### config.mk
export PLATFORM = sky130hd
export DESIGN_NAME = coherent_rb_latch
export DESIGN_NICKNAME = d
export VERILOG_FILES = /design/src/rtl/rb_pkg.sv /design/src/rtl/rb_meas_store.sv /design/src/rtl/rb_hold_bank.sv /design/src/rtl/rb_rd_path.sv /design/src/rtl/coherent_rb_latch.sv
export SDC_FILE = /design/constraint.sdc
export NUM_CORES = 1
export LEC_CHECK = 0
export ABC_AREA = 1
export BUFFER_PORTS_ARGS = -buffer_cell sky130_fd_sc_hd__buf_2
export CAP_MARGIN = 30
export CORE_ASPECT_RATIO = 2
export CORE_MARGIN = 2
export CORE_UTILIZATION = 59
export DETAILED_ROUTE_END_ITERATION = 16
export HOLD_SLACK_MARGIN = 0.05
export PLACE_DENSITY = 0.82
export SLEW_MARGIN = 20
export SYNTH_ARGS = -nofsm -noshare
export SYNTH_HDL_FRONTEND = slang
export SYNTH_SLANG_ARGS = --single-unit
### constraint.sdc
create_clock -name clk -period 2.1 [get_ports clk]
set_input_delay 0.42 -clock clk [delete_from_list [all_inputs] [get_ports clk]]
set_output_delay 0.42 -clock clk [all_outputs]
set_load 0.005 [all_outputs]
### src/rtl/rb_pkg.sv
// Package: shared widths for the coherent readback block.
// Assumes 16-bit measurements read as two bytes.
package rb_pkg;
    localparam int MEAS_W = 16;
    localparam int BYTE_W = MEAS_W / 2;
    typedef logic [BYTE_W-1:0] rb_byte_t;
endpackage

### src/rtl/rb_meas_store.sv
// Module: live measurement registers, written only by the measurement engine.
// Assumes upd_data is valid whenever the matching upd_en bit is high.
module rb_meas_store #(
    parameter int N_MEAS = 4,
    parameter int MEAS_W = 16
) (
    input  logic                     clk,
    input  logic                     rst_n,
    input  logic [N_MEAS-1:0]        upd_en,
    input  logic [N_MEAS*MEAS_W-1:0] upd_data,
    output logic [N_MEAS*MEAS_W-1:0] live
);
    for (genvar gi = 0; gi < N_MEAS; gi++) begin : g_meas
        // Hold each live value; load it on its own update strobe.
        always_ff @(posedge clk) begin
            if (!rst_n)
                live[gi*MEAS_W +: MEAS_W] <= '0;
            else if (upd_en[gi])
                live[gi*MEAS_W +: MEAS_W] <= upd_data[gi*MEAS_W +: MEAS_W];
        end
    end
endmodule

### src/rtl/rb_hold_bank.sv
// Module: one holding copy of the lower byte per measurement.
// Assumes at most one cap_sel bit is high in any cycle.
module rb_hold_bank #(
    parameter int N_MEAS = 4,
    parameter int BYTE_W = 8
) (
    input  logic                     clk,
    input  logic                     rst_n,
    input  logic [N_MEAS-1:0]        cap_sel,
    input  logic [N_MEAS*BYTE_W-1:0] live_lo,
    output logic [N_MEAS*BYTE_W-1:0] held
);
    for (genvar gi = 0; gi < N_MEAS; gi++) begin : g_hold
        // Copy the live lower byte when its upper byte is read.
        always_ff @(posedge clk) begin
            if (!rst_n)
                held[gi*BYTE_W +: BYTE_W] <= '0;
            else if (cap_sel[gi])
                held[gi*BYTE_W +: BYTE_W] <= live_lo[gi*BYTE_W +: BYTE_W];
        end

        // capture takes the pre-edge live lower byte
        a_r2_capture: assert property (@(posedge clk) disable iff (!rst_n)
            cap_sel[gi] |=> held[gi*BYTE_W +: BYTE_W] == $past(live_lo[gi*BYTE_W +: BYTE_W]));

        // without its own capture the copy never moves
        a_r6_isolated: assert property (@(posedge clk) disable iff (!rst_n)
            !cap_sel[gi] |=> $stable(held[gi*BYTE_W +: BYTE_W]));
    end

    // never more than one copy captured at once
    a_r6_one_capture: assert property (@(posedge clk) disable iff (!rst_n)
        $onehot0(cap_sel));
endmodule

### src/rtl/rb_rd_path.sv
// Module: address decode, capture select and registered byte read mux.
// Assumes rd_addr is stable whenever rd_en is high.
module rb_rd_path #(
    parameter int N_MEAS = 4,
    parameter int BYTE_W = 8,
    parameter int ADDR_W = 8
) (
    input  logic                       clk,
    input  logic                       rst_n,
    input  logic                       rd_en,
    input  logic [ADDR_W-1:0]          rd_addr,
    input  logic [N_MEAS*2*BYTE_W-1:0] live,
    input  logic [N_MEAS*BYTE_W-1:0]   held,
    output logic [N_MEAS-1:0]          cap_sel,
    output logic [BYTE_W-1:0]          rd_data,
    output logic                       rd_valid
);
    localparam int MEAS_W = 2 * BYTE_W;
    localparam logic [ADDR_W-1:0] ADDR_END = ADDR_W'(2 * N_MEAS);

    logic              in_range;
    logic              is_lo;
    logic [BYTE_W-1:0] mux_byte;

    assign in_range = rd_addr < ADDR_END;
    assign is_lo    = rd_addr[0];

    // Select the addressed byte and flag the capture on upper-byte reads.
    always_comb begin
        mux_byte = '0;
        cap_sel  = '0;
        for (int i = 0; i < N_MEAS; i++) begin
            if (in_range && rd_addr[ADDR_W-1:1] == (ADDR_W-1)'(i)) begin
                if (is_lo) begin
                    mux_byte = held[i*BYTE_W +: BYTE_W];
                end else begin
                    mux_byte   = live[i*MEAS_W + BYTE_W +: BYTE_W];
                    cap_sel[i] = rd_en;
                end
            end
        end
    end

    // Register read data and the valid pulse.
    always_ff @(posedge clk) begin
        if (!rst_n) begin
            rd_data  <= '0;
            rd_valid <= 1'b0;
        end else begin
            rd_valid <= rd_en;
            if (rd_en)
                rd_data <= mux_byte;
        end
    end

    for (genvar gi = 0; gi < N_MEAS; gi++) begin : g_chk
        // upper-byte read returns the pre-edge live upper byte
        a_r1_hi_live: assert property (@(posedge clk) disable iff (!rst_n)
            (rd_en && rd_addr == ADDR_W'(2*gi))
            |=> rd_data == $past(live[gi*MEAS_W + BYTE_W +: BYTE_W]));

        // lower-byte read returns the holding copy
        a_r3_lo_held: assert property (@(posedge clk) disable iff (!rst_n)
            (rd_en && rd_addr == ADDR_W'(2*gi + 1))
            |=> rd_data == $past(held[gi*BYTE_W +: BYTE_W]));
    end

    // reads beyond the map return zero
    a_r9_out_of_range: assert property (@(posedge clk) disable iff (!rst_n)
        (rd_en && !in_range) |=> (rd_data == '0 && rd_valid));
endmodule

### src/rtl/coherent_rb_latch.sv
// Module: top of the coherent two-byte readback block.
// Assumes one byte read per cycle and an engine that drives full 16-bit values.
module coherent_rb_latch #(
    parameter int N_MEAS = 4,
    parameter int ADDR_W = 8
) (
    input  logic                               clk,
    input  logic                               rst_n,
    input  logic [N_MEAS-1:0]                  upd_en,
    input  logic [N_MEAS*rb_pkg::MEAS_W-1:0]   upd_data,
    input  logic                               rd_en,
    input  logic [ADDR_W-1:0]                  rd_addr,
    output logic [rb_pkg::BYTE_W-1:0]          rd_data,
    output logic                               rd_valid
);
    localparam int MW = rb_pkg::MEAS_W;
    localparam int BW = rb_pkg::BYTE_W;

    logic [N_MEAS*MW-1:0] live;
    logic [N_MEAS*BW-1:0] live_lo;
    logic [N_MEAS*BW-1:0] held;
    logic [N_MEAS-1:0]    cap_sel;

    for (genvar gi = 0; gi < N_MEAS; gi++) begin : g_lo
        assign live_lo[gi*BW +: BW] = live[gi*MW +: BW];
    end

    rb_meas_store #(.N_MEAS(N_MEAS), .MEAS_W(MW)) i_store (
        .clk(clk), .rst_n(rst_n), .upd_en(upd_en), .upd_data(upd_data), .live(live)
    );

    rb_hold_bank #(.N_MEAS(N_MEAS), .BYTE_W(BW)) i_hold (
        .clk(clk), .rst_n(rst_n), .cap_sel(cap_sel), .live_lo(live_lo), .held(held)
    );

    rb_rd_path #(.N_MEAS(N_MEAS), .BYTE_W(BW), .ADDR_W(ADDR_W)) i_rd (
        .clk(clk), .rst_n(rst_n), .rd_en(rd_en), .rd_addr(rd_addr),
        .live(live), .held(held), .cap_sel(cap_sel),
        .rd_data(rd_data), .rd_valid(rd_valid)
    );

    // valid follows every read strobe by one cycle
    a_r1_valid: assert property (@(posedge clk) disable iff (!rst_n)
        rd_en |=> rd_valid);
endmodule

Yosys cells after proc, flatten, opt, wreduce, memory -nomap -nowiden
Index checks and enable logic that the tools add are counted.
Widths: inputs -> output; s select.
{"block": "totals", "regBits": 105, "elab_cells": 32, "out_inout_bits": 9}
{"block": "classes", "eq_ne": 3, "magnitude_cmp": 1, "n_reduce_logical": 5, "muxes": 13}
{"cell": "$mux 8", "count": 8}
{"cell": "$eq 7x2->1 const B", "count": 2}
{"cell": "$lt 8x4->1 const B", "count": 1}
{"cell": "$eq 7x1->1 const B", "count": 1}
{"cell": "$logic_not 7->1", "count": 1}
{"cell": "$mux 1", "count": 5}
{"cell": "$logic_and 1x1->1", "count": 4}

Depth between registers and ports, before layout
{"block": "depth", "ltp_word": 6, "depth_mapped": 9}

Modules after synthesis
Synthesis repeated with hierarchy kept, for this count alone.
{"block": "unflattened", "cells_unflattened": 821, "area_unflattened_um2": 5223.8}
{"module": "rb_meas_store", "seq_area_each_um2": 1281.2, "area_per_inst_um2": 2713.9, "cells_each": 403, "instances": 1}
{"module": "rb_hold_bank", "seq_area_each_um2": 640.6, "area_per_inst_um2": 1365.1, "cells_each": 203, "instances": 1}
{"module": "rb_rd_path", "seq_area_each_um2": 180.2, "area_per_inst_um2": 1144.8, "cells_each": 215, "instances": 1}

Worst setup path after synthesis
OpenSTA, ideal clock, no wires.
{"block": "synth_path", "kind": "input port to flip-flop", "startpoint": "input rd_addr[5]", "endpoint": "register i_hold.held[24]", "t_arrival_ns": 1.200, "path_buffers": 1, "path_slack_ns": 0.767, "path_stages": 8, "required_ns": 1.968, "setup_ns": 0.132, "cell_sequence": "inv_1 -> nand2_1 -> nor2_4 -> and2_1 -> buf_4 -> nand2_2 -> nand2_1 -> a21oi_1"}
{"block": "synth_between", "elab_chain_cells": 3, "word_cells_on_any_way": 4}
{"element": "from (decl)", "line": "coherent_rb_latch.sv:12", "source": "input logic [ADDR_W-1:0] rd_addr,"}
{"element": "$lt 8x4->1 or $eq 7x2->1 (tied branches)", "line": "rb_rd_path.sv:25, rb_rd_path.sv:33"}
{"element": "$logic_and 1x1->1 (*)", "line": "rb_rd_path.sv:33", "source": "if (in_range && rd_addr[ADDR_W-1:1] == (ADDR_W-1)'(i)) begin"}
{"element": "$mux 1 (*)", "line": "rb_rd_path.sv:33"}
{"element": "to (signal, indexed assignment)", "line": "rb_hold_bank.sv:19", "source": "held[gi*BYTE_W +: BYTE_W] <= live_lo[gi*BYTE_W +: BYTE_W];"}
{"element": "to (decl)", "line": "rb_hold_bank.sv:11", "source": "output logic [N_MEAS*BYTE_W-1:0] held"}
Mark *: on every way between the ends. The rest lies on a longest branch, timed or not.
A chain may end at the register's enable or synchronous reset.

Worst setup path in the final report
{"block": "layout_path", "startpoint": "input rd_addr[5]", "endpoint": "register i_hold.held[26]"}
The elaborated chain is that of the path after synthesis.

==> impl_metrics.env <==
export IMPL_rr_endpoint="i_rd.rd_data[5]"
export IMPL_fin_tns_setup_ns=0
export IMPL_drv_slew=0
export IMPL_critPathCapture="i_hold.held[26]"
export IMPL_yosysMostFrequentCell="nor2_1"
export IMPL_overflow=0
export IMPL_fin_area_um2=5180
export IMPL_nets=770
export IMPL_period_needed_ns=1.46
export IMPL_critPathLaunch="rd_addr[5]"
export IMPL_max_cap_violations=0
export IMPL_rows=44
export IMPL_drc=0
export IMPL_yosysUniqueCellTypes=24
export IMPL_reg2reg_from="i_store.live[29]"
export IMPL_yosysWarningCount=0
export IMPL_post_drt_wl_per_cell_um=13.2
export IMPL_htreeDepth=3
export IMPL_ctsResizeCount=0
export IMPL_asyncSetResetFlopFracSynth_pct=0
export IMPL_rsz0062_at_grt="false"
export IMPL_clock_latency_ns=0.34
export IMPL_irDropWorstVdd_mv=0.609
export IMPL_area_delta_synth_final_pct=17.4
export IMPL_n_fill_cell=665
export IMPL_intPower_w=0.00328
export IMPL_hold_violations=0
export IMPL_antenna_found_initial=0
export IMPL_yosys_most_used_dff="dfxtp_1"
export IMPL_totalWireLength_um=10400
export IMPL_dieArea_um2=8230
export IMPL_reg2regPathDepth=6
export IMPL_place_hpwl_um=7600
export IMPL_drt_iter0_markers=358
export IMPL_cp_max_fo=17
export IMPL_max_freq_mhz=687
export IMPL_setup_viol=0
export IMPL_place_area_um2=4860
export IMPL_tightest_slew_ns=0.581
export IMPL_initial_core_util_pct=60.7
export IMPL_cts_root_buf="clkbuf_16"
export IMPL_synth_edf_count=0
export IMPL_place_inst=772
export IMPL_fin_crit_sh_pct=69.3
export IMPL_viasPerCell=5.23
export IMPL_ys_top_cells_by_count="132 x nor2_1, 116 x nand2_1, 105 x dfxtp_1"
export IMPL_critical_path_class="in2reg"
export IMPL_grt_first_pass_wirelength_um=17500
export IMPL_grt_start_max_net_pins=45
export IMPL_syn_num_nets=700
export IMPL_cp_end_kind="register"
export IMPL_synth_seq_cells=105
export IMPL_p_clk_share_pct=41.4
export IMPL_place_ws_ns=0.297
export IMPL_cts_setup_buffers=0
export IMPL_whs_ns=0.295
export IMPL_grt_busiest_layer="met2"
export IMPL_synthCells=621
export IMPL_use_met2_pct=52.2
export IMPL_grt_pass1_vias=4024
export IMPL_final_antenna_net_count=0
export IMPL_worst_setup_path_start_kind="input port"
export IMPL_synth_area_leaders="dfxtp_1 48%, nor2_1 11%, o21ai_0 11%"
export IMPL_switching_share_pct=23.3
export IMPL_fin_worst_skew_ns=0.00525
export IMPL_cts_max_path_buffers=2
export IMPL_arrival_ns=1.67
export IMPL_netlist_area_leader_share_pct=47.6
export IMPL_yosysSeqAreaShare_pct=47.6
export IMPL_port_buffers=87
export IMPL_firstDrtPassIters=5
export IMPL_yosys_area_top_type="dfxtp_1"
export IMPL_drive_above_1_share_pct=18.2
export IMPL_p_seq_share_pct=50.0
export IMPL_avgSynthCellArea_um2=7.11
export IMPL_finalWorstSetupSlack_ns=0.644
export IMPL_holdCritPathClass="in2reg"
export IMPL_met1_usage_pct=27.4
export IMPL_grt_use_total_pct=27.4
export IMPL_status="completed"
export IMPL_syn_area_um2=4410
export IMPL_met3_usage_pct=4.79
export IMPL_place_congestion=0.990
export IMPL_core_area_um2=7270
export IMPL_clk_pin_slew_ns=0.07
export IMPL_leakagePower_nw=2.30
export IMPL_cp_required_ns=2.31
export IMPL_comb_power_share_pct=8.6
export IMPL_tritoncts="yes"
export IMPL_powerDensity_nw_per_um2=824
export IMPL_tritoncts_num_sinks=105
export IMPL_n_antenna_cell=0
export IMPL_postCtsHoldBufs=0
export IMPL_die_y_um=126
export IMPL_netSwitchingPower_w=0.000994
export IMPL_finalNonFillerCells=788
export IMPL_die_w_um=65.2
export IMPL_cts_made_buffers=9
export IMPL_relSlewSlack_pct=61.2
export IMPL_io_pins=88
export IMPL_num_vias=4120
export IMPL_regToRegSetupSlack_ns=1.09
[routing by layer]
metal  vias up  share of wire (%)
li1       2140                  -
met1      1842                 37
met2       112                 56
met3        26                3.8
met4         0                3.2
met5         -                  0
[sequential cells by signal (all words and copies together) (netlist names)]
name           flops
i_rd.rd_valid      1
i_rd.rd_data       8
i_store.live      64
i_hold.held       32
[power by group through the flow]
stage / clock (W) / combinational, W / sequential [W]
finish: 0.00177 / 0.000367 / 0.00213
global placement: 0 / 0.000355 / 0.00218
detailed placement: 0 / 0.000365 / 0.00218
global route: 0.00188 / 0.000424 / 0.00214
CTS: 0.00180 / 0.000370 / 0.00213
floorplan: 0 / 0.000236 / 0.00216
[stage by stage]
stage	util [%]	power [W]
floorplan	-	0.00240
global placement	66.9	0.00253
detailed placement	66.9	0.00254
CTS	71.3	0.00431
global route	71.3	0.00445
finish	71.3	0.00427
[cell families after synthesis]
logic type,count (synthesis),share of synthesized area [%]
AO/OA/AOI/OAI,131,14.9
buffers and inverters,68,6.78
flip-flops,105,47.6
AND/OR/NAND/NOR,317,30.7
[how the worst min path moves through the flow]
| stage | slack, ns | depth (start not counted) | endpoint | startpoint |
|---|---|---|---|---|
| after floorplan | 0.42 | 2 | i_hold.held[21] | i_hold.held[21] |
| after global placement | 0.43 | 2 | i_hold.held[21] | i_hold.held[21] |
| after detailed placement | 0.44 | 2 | i_hold.held[17] | i_hold.held[17] |
| after CTS | 0.29 | 3 | i_store.live[6] | upd_data[6] |
| after global routing | 0.30 | 3 | i_store.live[42] | upd_data[42] |
| final | 0.29 | 3 | i_store.live[36] | upd_data[36] |
[area by class of cell]
cell class              instances  area, um^2  area share, %
clock buffers                  10         229           4.42
clock inverters                 6        92.6           1.79
inverters                      33         130           2.51
multi-input cells             448        2010           38.8
flip-flops and latches        105        2100           40.6
well taps                      92         115           2.22
repair buffers                 94         500           9.66
[cells in the final DEF, fill, tap and decap left out]
cell type   instances
nor2_1            132
inv_1              25
a21oi_1            34
nand3_2             1
and2_1              1
clkinv_4            2
nand2_8             1
clkbuf_16           9
nand2_2             2
clkinvlp_4          2
nor3_1              8
nand3_4             1
dfxtp_1           105
nand2_1           116
buf_4               6
clkinv_1            2
inv_2               4
nor2_4              6
clkinv_2            1
clkbuf_1            1
nand2_4             1
buf_12              1
inv_6               1
nand3_1            48
o21ai_0            97
bufinv_16           2
buf_2              87
[critical path, stage by stage]
cell	delay (ns)
buf_2	0.10
inv_1	0.04
nand2_1	0.07
nor2_4	0.33
and2_1	0.36
nand2_2	0.17
nand2_1	0.10
a21oi_1	0.06
(Power assumes the default switching activity.)
